File: src/rtl/cec_tx_pkg.sv
package cec_tx_pkg;

  typedef enum logic [2:0] {
    TX_IDLE,
    TX_WAIT,
    TX_SLO,
    TX_SHI,
    TX_BIT,
    TX_LDW
  } tx_state_e;

  typedef enum logic [2:0] {
    RES_NONE   = 3'd0,
    RES_OK     = 3'd1,
    RES_ARB    = 3'd2,
    RES_NACK   = 3'd3,
    RES_LOWDRV = 3'd4
  } tx_result_e;

  // Level carried by a slot: data bits MSB first, then end flag, then ack.
  function automatic logic slot_level(input logic [7:0] data,
                                      input logic [3:0] slot,
                                      input logic       last);
    if (slot < 4'd8) return data[3'd7 - slot[2:0]];
    else if (slot == 4'd8) return last;
    else return 1'b1;
  endfunction

  // A released slot is watched when it may be overwritten by others.
  function automatic logic slot_watched(input logic       level,
                                        input logic       first_byte,
                                        input logic [3:0] slot);
    return level && ((first_byte && slot < 4'd4) || slot == 4'd9);
  endfunction

  // Acknowledge decision: polarity flips for broadcast.
  function automatic logic ack_ok(input logic bcast, input logic level);
    return bcast ? level : !level;
  endfunction

endpackage

File: src/rtl/cec_tick_gen.sv
module cec_tick_gen #(
  parameter int CLK_PER_TICK = 50,
  localparam int DW = (CLK_PER_TICK > 1) ? $clog2(CLK_PER_TICK) : 1
) (
  input  logic clk,
  input  logic rst_n,
  output logic tick
);
  logic [DW-1:0] div_q;

  always_ff @(posedge clk or negedge rst_n) begin
    if (!rst_n) div_q <= '0;
    else if (div_q == DW'(CLK_PER_TICK - 1)) div_q <= '0;
    else div_q <= div_q + 1'b1;
  end

  assign tick = (div_q == DW'(CLK_PER_TICK - 1));
endmodule

File: src/rtl/cec_free_timer.sv
module cec_free_timer #(
  parameter int T_BIT  = 2400,
  parameter int FREE_W = 4,
  localparam int SUB_W = $clog2(T_BIT),
  localparam int PER_W = FREE_W + 1
) (
  input  logic              clk,
  input  logic              rst_n,
  input  logic              tick,
  input  logic              line_in,
  input  logic [FREE_W-1:0] need,
  output logic              free_ok
);
  logic [SUB_W-1:0] sub_q;
  logic [PER_W-1:0] per_q;

  always_ff @(posedge clk or negedge rst_n) begin
    if (!rst_n) begin
      sub_q <= '0;
      per_q <= '0;
    end else if (!line_in) begin
      sub_q <= '0;
      per_q <= '0;
    end else if (tick) begin
      if (sub_q == SUB_W'(T_BIT - 1)) begin
        sub_q <= '0;
        if (per_q != {PER_W{1'b1}}) per_q <= per_q + 1'b1;
      end else begin
        sub_q <= sub_q + 1'b1;
      end
    end
  end

  assign free_ok = (per_q > {1'b0, need});
endmodule

File: src/rtl/cec_msg_buf.sv
module cec_msg_buf #(
  parameter int MAX_BYTES = 16,
  localparam int LEN_W  = $clog2(MAX_BYTES + 1),
  localparam int BYTE_W = (MAX_BYTES > 1) ? $clog2(MAX_BYTES) : 1
) (
  input  logic                   clk,
  input  logic                   rst_n,
  input  logic                   load,
  input  logic [LEN_W-1:0]       len_in,
  input  logic [8*MAX_BYTES-1:0] data_in,
  input  logic [BYTE_W-1:0]      byte_idx,
  output logic [7:0]             cur_byte,
  output logic                   last_byte,
  output logic                   bcast
);
  logic [7:0]       mem [MAX_BYTES];
  logic [LEN_W-1:0] len_q;

  for (genvar k = 0; k < MAX_BYTES; k++) begin : g_byte
    always_ff @(posedge clk or negedge rst_n) begin
      if (!rst_n) mem[k] <= '0;
      else if (load) mem[k] <= data_in[8*k +: 8];
    end
  end

  always_ff @(posedge clk or negedge rst_n) begin
    if (!rst_n) len_q <= '0;
    else if (load) len_q <= len_in;
  end

  assign cur_byte  = mem[byte_idx];
  assign last_byte = (LEN_W'(byte_idx) + LEN_W'(1)) == len_q;
  assign bcast     = (mem[0][3:0] == 4'hF);
endmodule

File: src/rtl/cec_tx_arb.sv
module cec_tx_arb
  import cec_tx_pkg::*;
#(
  parameter int CLK_PER_TICK = 50,
  parameter int T_START_LO   = 3700,
  parameter int T_START_ALL  = 4500,
  parameter int T_ZERO_LO    = 1500,
  parameter int T_ONE_LO     = 600,
  parameter int T_BIT        = 2400,
  parameter int T_SAMPLE     = 850,
  parameter int MAX_BYTES    = 16,
  parameter int FREE_W       = 4,
  localparam int LEN_W       = $clog2(MAX_BYTES + 1)
) (
  input  logic                   clk,
  input  logic                   rst_n,
  input  logic                   start,
  input  logic [LEN_W-1:0]       msg_len,
  input  logic [8*MAX_BYTES-1:0] msg_data,
  input  logic [FREE_W-1:0]      free_bits,
  input  logic                   line_in,
  output logic                   line_drive,
  output logic [2:0]             status,
  output logic                   done
);
  localparam int T_TOP  = (T_START_ALL > T_BIT) ? T_START_ALL : T_BIT;
  localparam int CNT_W  = $clog2(T_TOP + 1);
  localparam int BYTE_W = (MAX_BYTES > 1) ? $clog2(MAX_BYTES) : 1;

  tx_state_e         st_q;
  tx_result_e        res_q;
  logic              done_q;
  logic [CNT_W-1:0]  cnt_q;
  logic [BYTE_W-1:0] byte_q;
  logic [3:0]        slot_q;
  logic              nack_q;
  logic [FREE_W-1:0] need_q;

  logic              tick;
  logic              free_ok;
  logic              load;
  logic [7:0]        cur_byte;
  logic              last_byte;
  logic              bcast;

  // Named internal events
  logic              bit_val;
  logic              watched;
  logic [CNT_W-1:0]  low_len;
  logic              ev_sample;
  logic              ev_end;
  logic              ev_arb;
  logic              ev_nack;
  logic              ev_lowdrv;
  logic              frame_on;
  logic              ld_wait;

  cec_tick_gen #(.CLK_PER_TICK(CLK_PER_TICK)) u_tick (
    .clk(clk), .rst_n(rst_n), .tick(tick)
  );

  cec_free_timer #(.T_BIT(T_BIT), .FREE_W(FREE_W)) u_free (
    .clk(clk), .rst_n(rst_n), .tick(tick), .line_in(line_in),
    .need(need_q), .free_ok(free_ok)
  );

  assign load = (st_q == TX_IDLE) && start && (msg_len != '0) &&
                (msg_len <= LEN_W'(MAX_BYTES));

  cec_msg_buf #(.MAX_BYTES(MAX_BYTES)) u_buf (
    .clk(clk), .rst_n(rst_n), .load(load), .len_in(msg_len),
    .data_in(msg_data), .byte_idx(byte_q), .cur_byte(cur_byte),
    .last_byte(last_byte), .bcast(bcast)
  );

  assign bit_val   = slot_level(cur_byte, slot_q, last_byte);
  assign watched   = slot_watched(bit_val, byte_q == '0, slot_q);
  assign low_len   = bit_val ? CNT_W'(T_ONE_LO) : CNT_W'(T_ZERO_LO);
  assign ev_sample = tick && (st_q == TX_BIT) && (cnt_q == CNT_W'(T_SAMPLE)) && watched;
  assign ev_end    = tick && (st_q == TX_BIT) && (cnt_q == CNT_W'(T_BIT - 1));
  assign ev_arb    = ev_sample && (slot_q != 4'd9) && !line_in;
  assign ev_nack   = ev_sample && (slot_q == 4'd9) && !ack_ok(bcast, line_in);
  assign ev_lowdrv = ev_end && watched && !line_in;
  assign frame_on  = (st_q == TX_SLO) || (st_q == TX_SHI) || (st_q == TX_BIT);
  assign ld_wait   = (st_q == TX_LDW);

  assign line_drive = (st_q == TX_SLO) || ((st_q == TX_BIT) && (cnt_q < low_len));
  assign status     = res_q;
  assign done       = done_q;

  always_ff @(posedge clk or negedge rst_n) begin
    if (!rst_n) begin
      st_q   <= TX_IDLE;
      res_q  <= RES_NONE;
      done_q <= 1'b0;
      cnt_q  <= '0;
      byte_q <= '0;
      slot_q <= '0;
      nack_q <= 1'b0;
      need_q <= '0;
    end else begin
      done_q <= 1'b0;
      unique case (st_q)
        TX_IDLE: begin
          if (load) begin
            need_q <= free_bits;
            st_q   <= TX_WAIT;
          end
        end
        TX_WAIT: begin
          if (tick && free_ok && line_in) begin
            st_q  <= TX_SLO;
            cnt_q <= '0;
          end
        end
        TX_SLO: begin
          if (tick) begin
            if (cnt_q == CNT_W'(T_START_LO - 1)) begin
              st_q  <= TX_SHI;
              cnt_q <= '0;
            end else begin
              cnt_q <= cnt_q + 1'b1;
            end
          end
        end
        TX_SHI: begin
          if (tick) begin
            if (cnt_q == CNT_W'(T_START_ALL - T_START_LO - 1)) begin
              st_q   <= TX_BIT;
              cnt_q  <= '0;
              byte_q <= '0;
              slot_q <= '0;
              nack_q <= 1'b0;
            end else begin
              cnt_q <= cnt_q + 1'b1;
            end
          end
        end
        TX_BIT: begin
          if (ev_arb) begin
            res_q  <= RES_ARB;
            done_q <= 1'b1;
            st_q   <= TX_IDLE;
          end else if (ev_end) begin
            if (ev_lowdrv) begin
              res_q  <= RES_LOWDRV;
              done_q <= 1'b1;
              st_q   <= TX_LDW;
            end else if (nack_q) begin
              res_q  <= RES_NACK;
              done_q <= 1'b1;
              st_q   <= TX_IDLE;
            end else if (slot_q == 4'd9 && last_byte) begin
              res_q  <= RES_OK;
              done_q <= 1'b1;
              st_q   <= TX_IDLE;
            end else begin
              cnt_q <= '0;
              if (slot_q == 4'd9) begin
                slot_q <= '0;
                byte_q <= byte_q + 1'b1;
              end else begin
                slot_q <= slot_q + 1'b1;
              end
            end
          end else begin
            if (ev_nack) nack_q <= 1'b1;
            if (tick) cnt_q <= cnt_q + 1'b1;
          end
        end
        TX_LDW: begin
          if (line_in) st_q <= TX_IDLE;
        end
        default: st_q <= TX_IDLE;
      endcase
    end
  end
endmodule

File: config.mk
export PLATFORM = sky130hd
export DESIGN_NAME = cec_tx_arb
export DESIGN_NICKNAME = d
export VERILOG_FILES = /design/src/rtl/cec_tx_pkg.sv /design/src/rtl/cec_tick_gen.sv /design/src/rtl/cec_free_timer.sv /design/src/rtl/cec_msg_buf.sv /design/src/rtl/cec_tx_arb.sv
export SDC_FILE = /design/constraint.sdc
export NUM_CORES = 1
export LEC_CHECK = 0
export BUFFER_PORTS_ARGS = -buffer_cell sky130_fd_sc_hd__buf_4
export CAP_MARGIN = 15
export CORE_ASPECT_RATIO = 0.75
export CORE_MARGIN = 2
export CORE_UTILIZATION = 50
export DETAILED_ROUTE_END_ITERATION = 16
export PLACE_DENSITY_LB_ADDON = 0.08
export SLEW_MARGIN = 20
export SYNTH_ARGS = -nofsm -noshare
export SYNTH_HDL_FRONTEND = slang
export SYNTH_SLANG_ARGS = --single-unit
File: constraint.sdc
create_clock -name clk -period 3.28 [get_ports clk]
set_input_delay 0.164 -clock clk [delete_from_list [all_inputs] [get_ports clk]]
set_output_delay 0.164 -clock clk [all_outputs]
set_load 0.02 [all_outputs]
==> results.py <==
metrics = {
    "outcome": {
        "status": "finished, violations left",
        "violations": "setup timing",
    },
    "yosys": {
        "syn_inst": 820,
        "ys_seq_area_share_pct": 48.3,
        "synth_cell_types": 74,
        "syn_area_sq_mm": 0.00978,
        "ys_warn_count": 0,
        "syn_area_per_cell_sq_um": 11.9,
        "async_reset_ff_share_pct": 100,
        "synth_ff_type": "dfrtp_1",
        "syn_nets": 980,
        "synth_edf_count": 0,
        "ys_seq_elements": 189,
    },
    "finish": {
        "fillerInstances": 1293,
        "num_antenna_cells": 0,
        "fin_nets": 1296,
        "areaGrowthSynthToFinish_pct": 39.9,
        "drive_above_1_share_pct": 37.2,
        "final_cells": 1402,
    },
    "global_routing": {
        "overflow": 0,
        "grt_pass1_vias": 8397,
        "grtUsageTotal_pct": 27.3,
        "antenna_found_initial": 0,
        "grt_max_degree": 138,
        "grt_first_pass_wirelength_mm": 43.8,
    },
    "sta": {
        "slew_headroom_pct": 43.0,
        "min_period_ns": 3.91,
        "fin_crit_sh_pct": 119,
        "fin_ws_ns": -0.627,
        "fmax_mhz": 256,
        "slew_violations": 0,
        "setup_tns_ns": -0.657,
        "setup_viol": 3,
        "max_slew.worst_pin.slew_ns": 0.856,
        "rsz0062_at_grt": "true",
        "holdWs_ns": 0.0182,
        "finClkSkew_ns": 0.0139,
        "hold_viol_final": 0,
    },
    "drt": {
        "wl_per_cell_microns": 19.5,
        "drtPass1Iterations": 5,
        "vias_per_cell": 5.68,
        "vias": 7960,
        "ant_nets": 0,
        "drt-total-wl_mm": 27.3,
        "drc": 0,
        "drtIter0Drc": 703,
    },
    "power_and_ir_drop": {
        "p_leak_nw": 6.23,
        "power.total_w": 0.00811,
        "switching_share_pct": 30.0,
        "p_int_w": 0.00568,
        "clkPwrFrac_pct": 27.1,
        "power_density_mw_per_mm2": 593,
        "power_frac_comb_pct": 26.9,
        "p_sw_w": 0.00244,
        "peakVddDrop_v": 0.000356,
        "seqPwrFrac_pct": 45.9,
    },
    "floorplanning": {
        "start_util_pct": 50.8,
        "io_pins": 146,
        "core_area_sq_mm": 0.0193,
        "fp.dieArea_sq_mm": 0.0207,
        "die_height_microns": 125,
        "die_width_microns": 166,
        "num_rows": 44,
    },
    "min_path": {
        "hold_end": "u_buf.len_q[4]$_DFFE_PN0P_",
        "holdPathStages": 2,
        "worstHoldStart": "msg_len[4]",
        "hold_path_class": "in2reg",
    },
    "worst_setup_path": {
        "crit_fanout": 8,
        "critical_path_arrival_ns": 3.74,
        "cp.required_ns": 3.12,
        "worst_setup_path_start_kind": "flop",
        "regToRegEndpoint": "cnt_q[12]$_DFFE_PN0P_",
        "rr_worst_depth": 12,
        "crit_type": "reg2out",
        "timing.rr.start": "byte_q[0]$_DFFE_PN0P_",
        "end_kind": "primary output",
        "r2r_slack_ns": -0.02,
    },
    "clock_network": {
        "worstSkewPairLatency_ns": 0.44,
        "htreeDepth": 4,
        "clock_sinks": 189,
        "cts_made_buffers": 17,
        "cts_tree": "done",
        "clock_path_buffers": 2,
        "clockRootBuffer": "clkbuf_16",
        "clk_pin_slew_ns": 0.08,
    },
    "placed_design": {
        "numPlacedInstances": 1227,
        "io_buffers": 145,
        "gp_congestion": 0.919,
        "dp_slack_ns": -0.367,
        "post-dp-hpwl_mm": 18.1,
    },
    "job": {
        "drv_cap": 0,
    },
}
==> timing repair <==
item	in CTS	in global routing
pin swaps	3	3
setup buffers	3	2
gates resized for setup	9	15
cloned	1	0
hold buffers	137	0
endpoints found under the setup margin	1	22
endpoints found under the hold margin	241	0
==> registers in the layout, summed over array words and instances, names as in the netlist, 3 cells and up <==
name          cells
slot_q            4
u_free.sub_q     12
st_q              3
u_free.per_q      5
cnt_q            13
byte_q            4
u_tick.div_q      6
u_buf.len_q       5
status            3
need_q            4
u_buf.mem       128
==> area by class of cell <==
class | instances | area, sq um | area share (%)
clock buffers | 18 | 429 | 3.14
clock inverters | 14 | 196 | 1.44
inverters | 31 | 116 | 0.850
multi-input cells | 556 | 4890 | 35.7
flip-flops and latches | 189 | 4730 | 34.6
well taps | 253 | 317 | 2.31
repair buffers | 341 | 3000 | 21.9
==> synthesized netlist by cell type (all sizes together) (12+ instances only) <==
| cell type | instances | area (sq um) |
|---|---|---|
| inv | 31 | 116 |
| a21oi | 18 | 93.8 |
| mux2i | 21 | 210 |
| mux2 | 142 | 1610 |
| o21ai | 22 | 110 |
| ha | 19 | 238 |
| nand3 | 30 | 150 |
| nor2 | 51 | 194 |
| clkbuf | 32 | 120 |
| dfrtp | 189 | 4730 |
| buf | 12 | 83.8 |
| mux4 | 24 | 571 |
| nand2 | 51 | 191 |
==> worst max-delay path, stage by stage, from the launching register on <==
cell and delay [ns]:
dfrtp_2 0.40, buf_12 0.14, buf_12 0.13, mux4_1 0.57
a22oi_2 0.17, nand2_1 0.06, nand4b_1 0.25, a311oi_4 0.36
a31oi_4 0.12, ha_4 0.33, and4_1 0.19, o2111ai_1 0.12
a211o_1 0.30, buf_6 0.14
==> metal layers <==
| metal | wire length, microns | track usage [%] |
|---|---|---|
| met5 | 0 | 0 |
| met4 | 601 | 7.45 |
| met3 | 1290 | 4.55 |
| met2 | 13400 | 45.4 |
| met1 | 12000 | 37.2 |
==> cell families (layout without fill, tap and decap cells) <==
logic type                 count (synthesis)  after routing  synth area share, %
AOI/OAI and AO/OA                        120            120                 9.09
buffers and inverters                     75            404                 3.27
DFF                                      189            189                 48.3
and+or+nand+nor                          217            217                 11.3
adders and majority gates                 19             19                 2.43
xor gates and xnor gates                  13             13                 1.16
muxes                                    187            187                 24.4
==> layout by cell type (no fill, tap or decap), types with 21 or more instances in the layout <==
cell,synthesis,final
nand2_1,51,51
nor2_1,50,50
mux2i_1,21,21
dlygate4sd3_1,0,137
mux2_2,140,140
o21ai_0,21,21
nand3_1,30,29
buf_4,1,196
inv_1,31,31
dfrtp_1,189,186
==> power by group through the flow <==
| stage | Clock, W | Combinational (W) | Sequential [W] |
|---|---|---|---|
| floorplan | 0 | 0.00136 | 0.00353 |
| global route | 0.00233 | 0.00238 | 0.00382 |
| detailed placement | 0 | 0.00195 | 0.00375 |
| CTS | 0.00223 | 0.00214 | 0.00372 |
| global placement | 0 | 0.00186 | 0.00371 |
| finish | 0.00220 | 0.00219 | 0.00373 |
==> how the worst max path moves through the flow <==
stage                          start         end  slack (ns)  depth (start not counted)
6_report       byte_q[0]$_DFFE_PN0P_  line_drive       -0.63                         13
5_1_grt        byte_q[0]$_DFFE_PN0P_  line_drive       -0.77                         13
4_1_cts        byte_q[0]$_DFFE_PN0P_  line_drive       -0.68                         12
3_5_place_dp   byte_q[0]$_DFFE_PN0P_  line_drive       -0.37                         11
3_3_place_gp   byte_q[0]$_DFFE_PN0P_  line_drive       -0.27                         12
2_1_floorplan  byte_q[0]$_DFFE_PN0P_  line_drive       -0.09                         13
==> metrics by stage <==
step,area (sq um),utilization [%]
floorplan,9800,-
global placement,11400,59.4
detailed placement,11400,59.4
CTS,13600,70.5
global route,13700,71.0
finish,13700,71.0
Power figures use the tool's default switching activity.
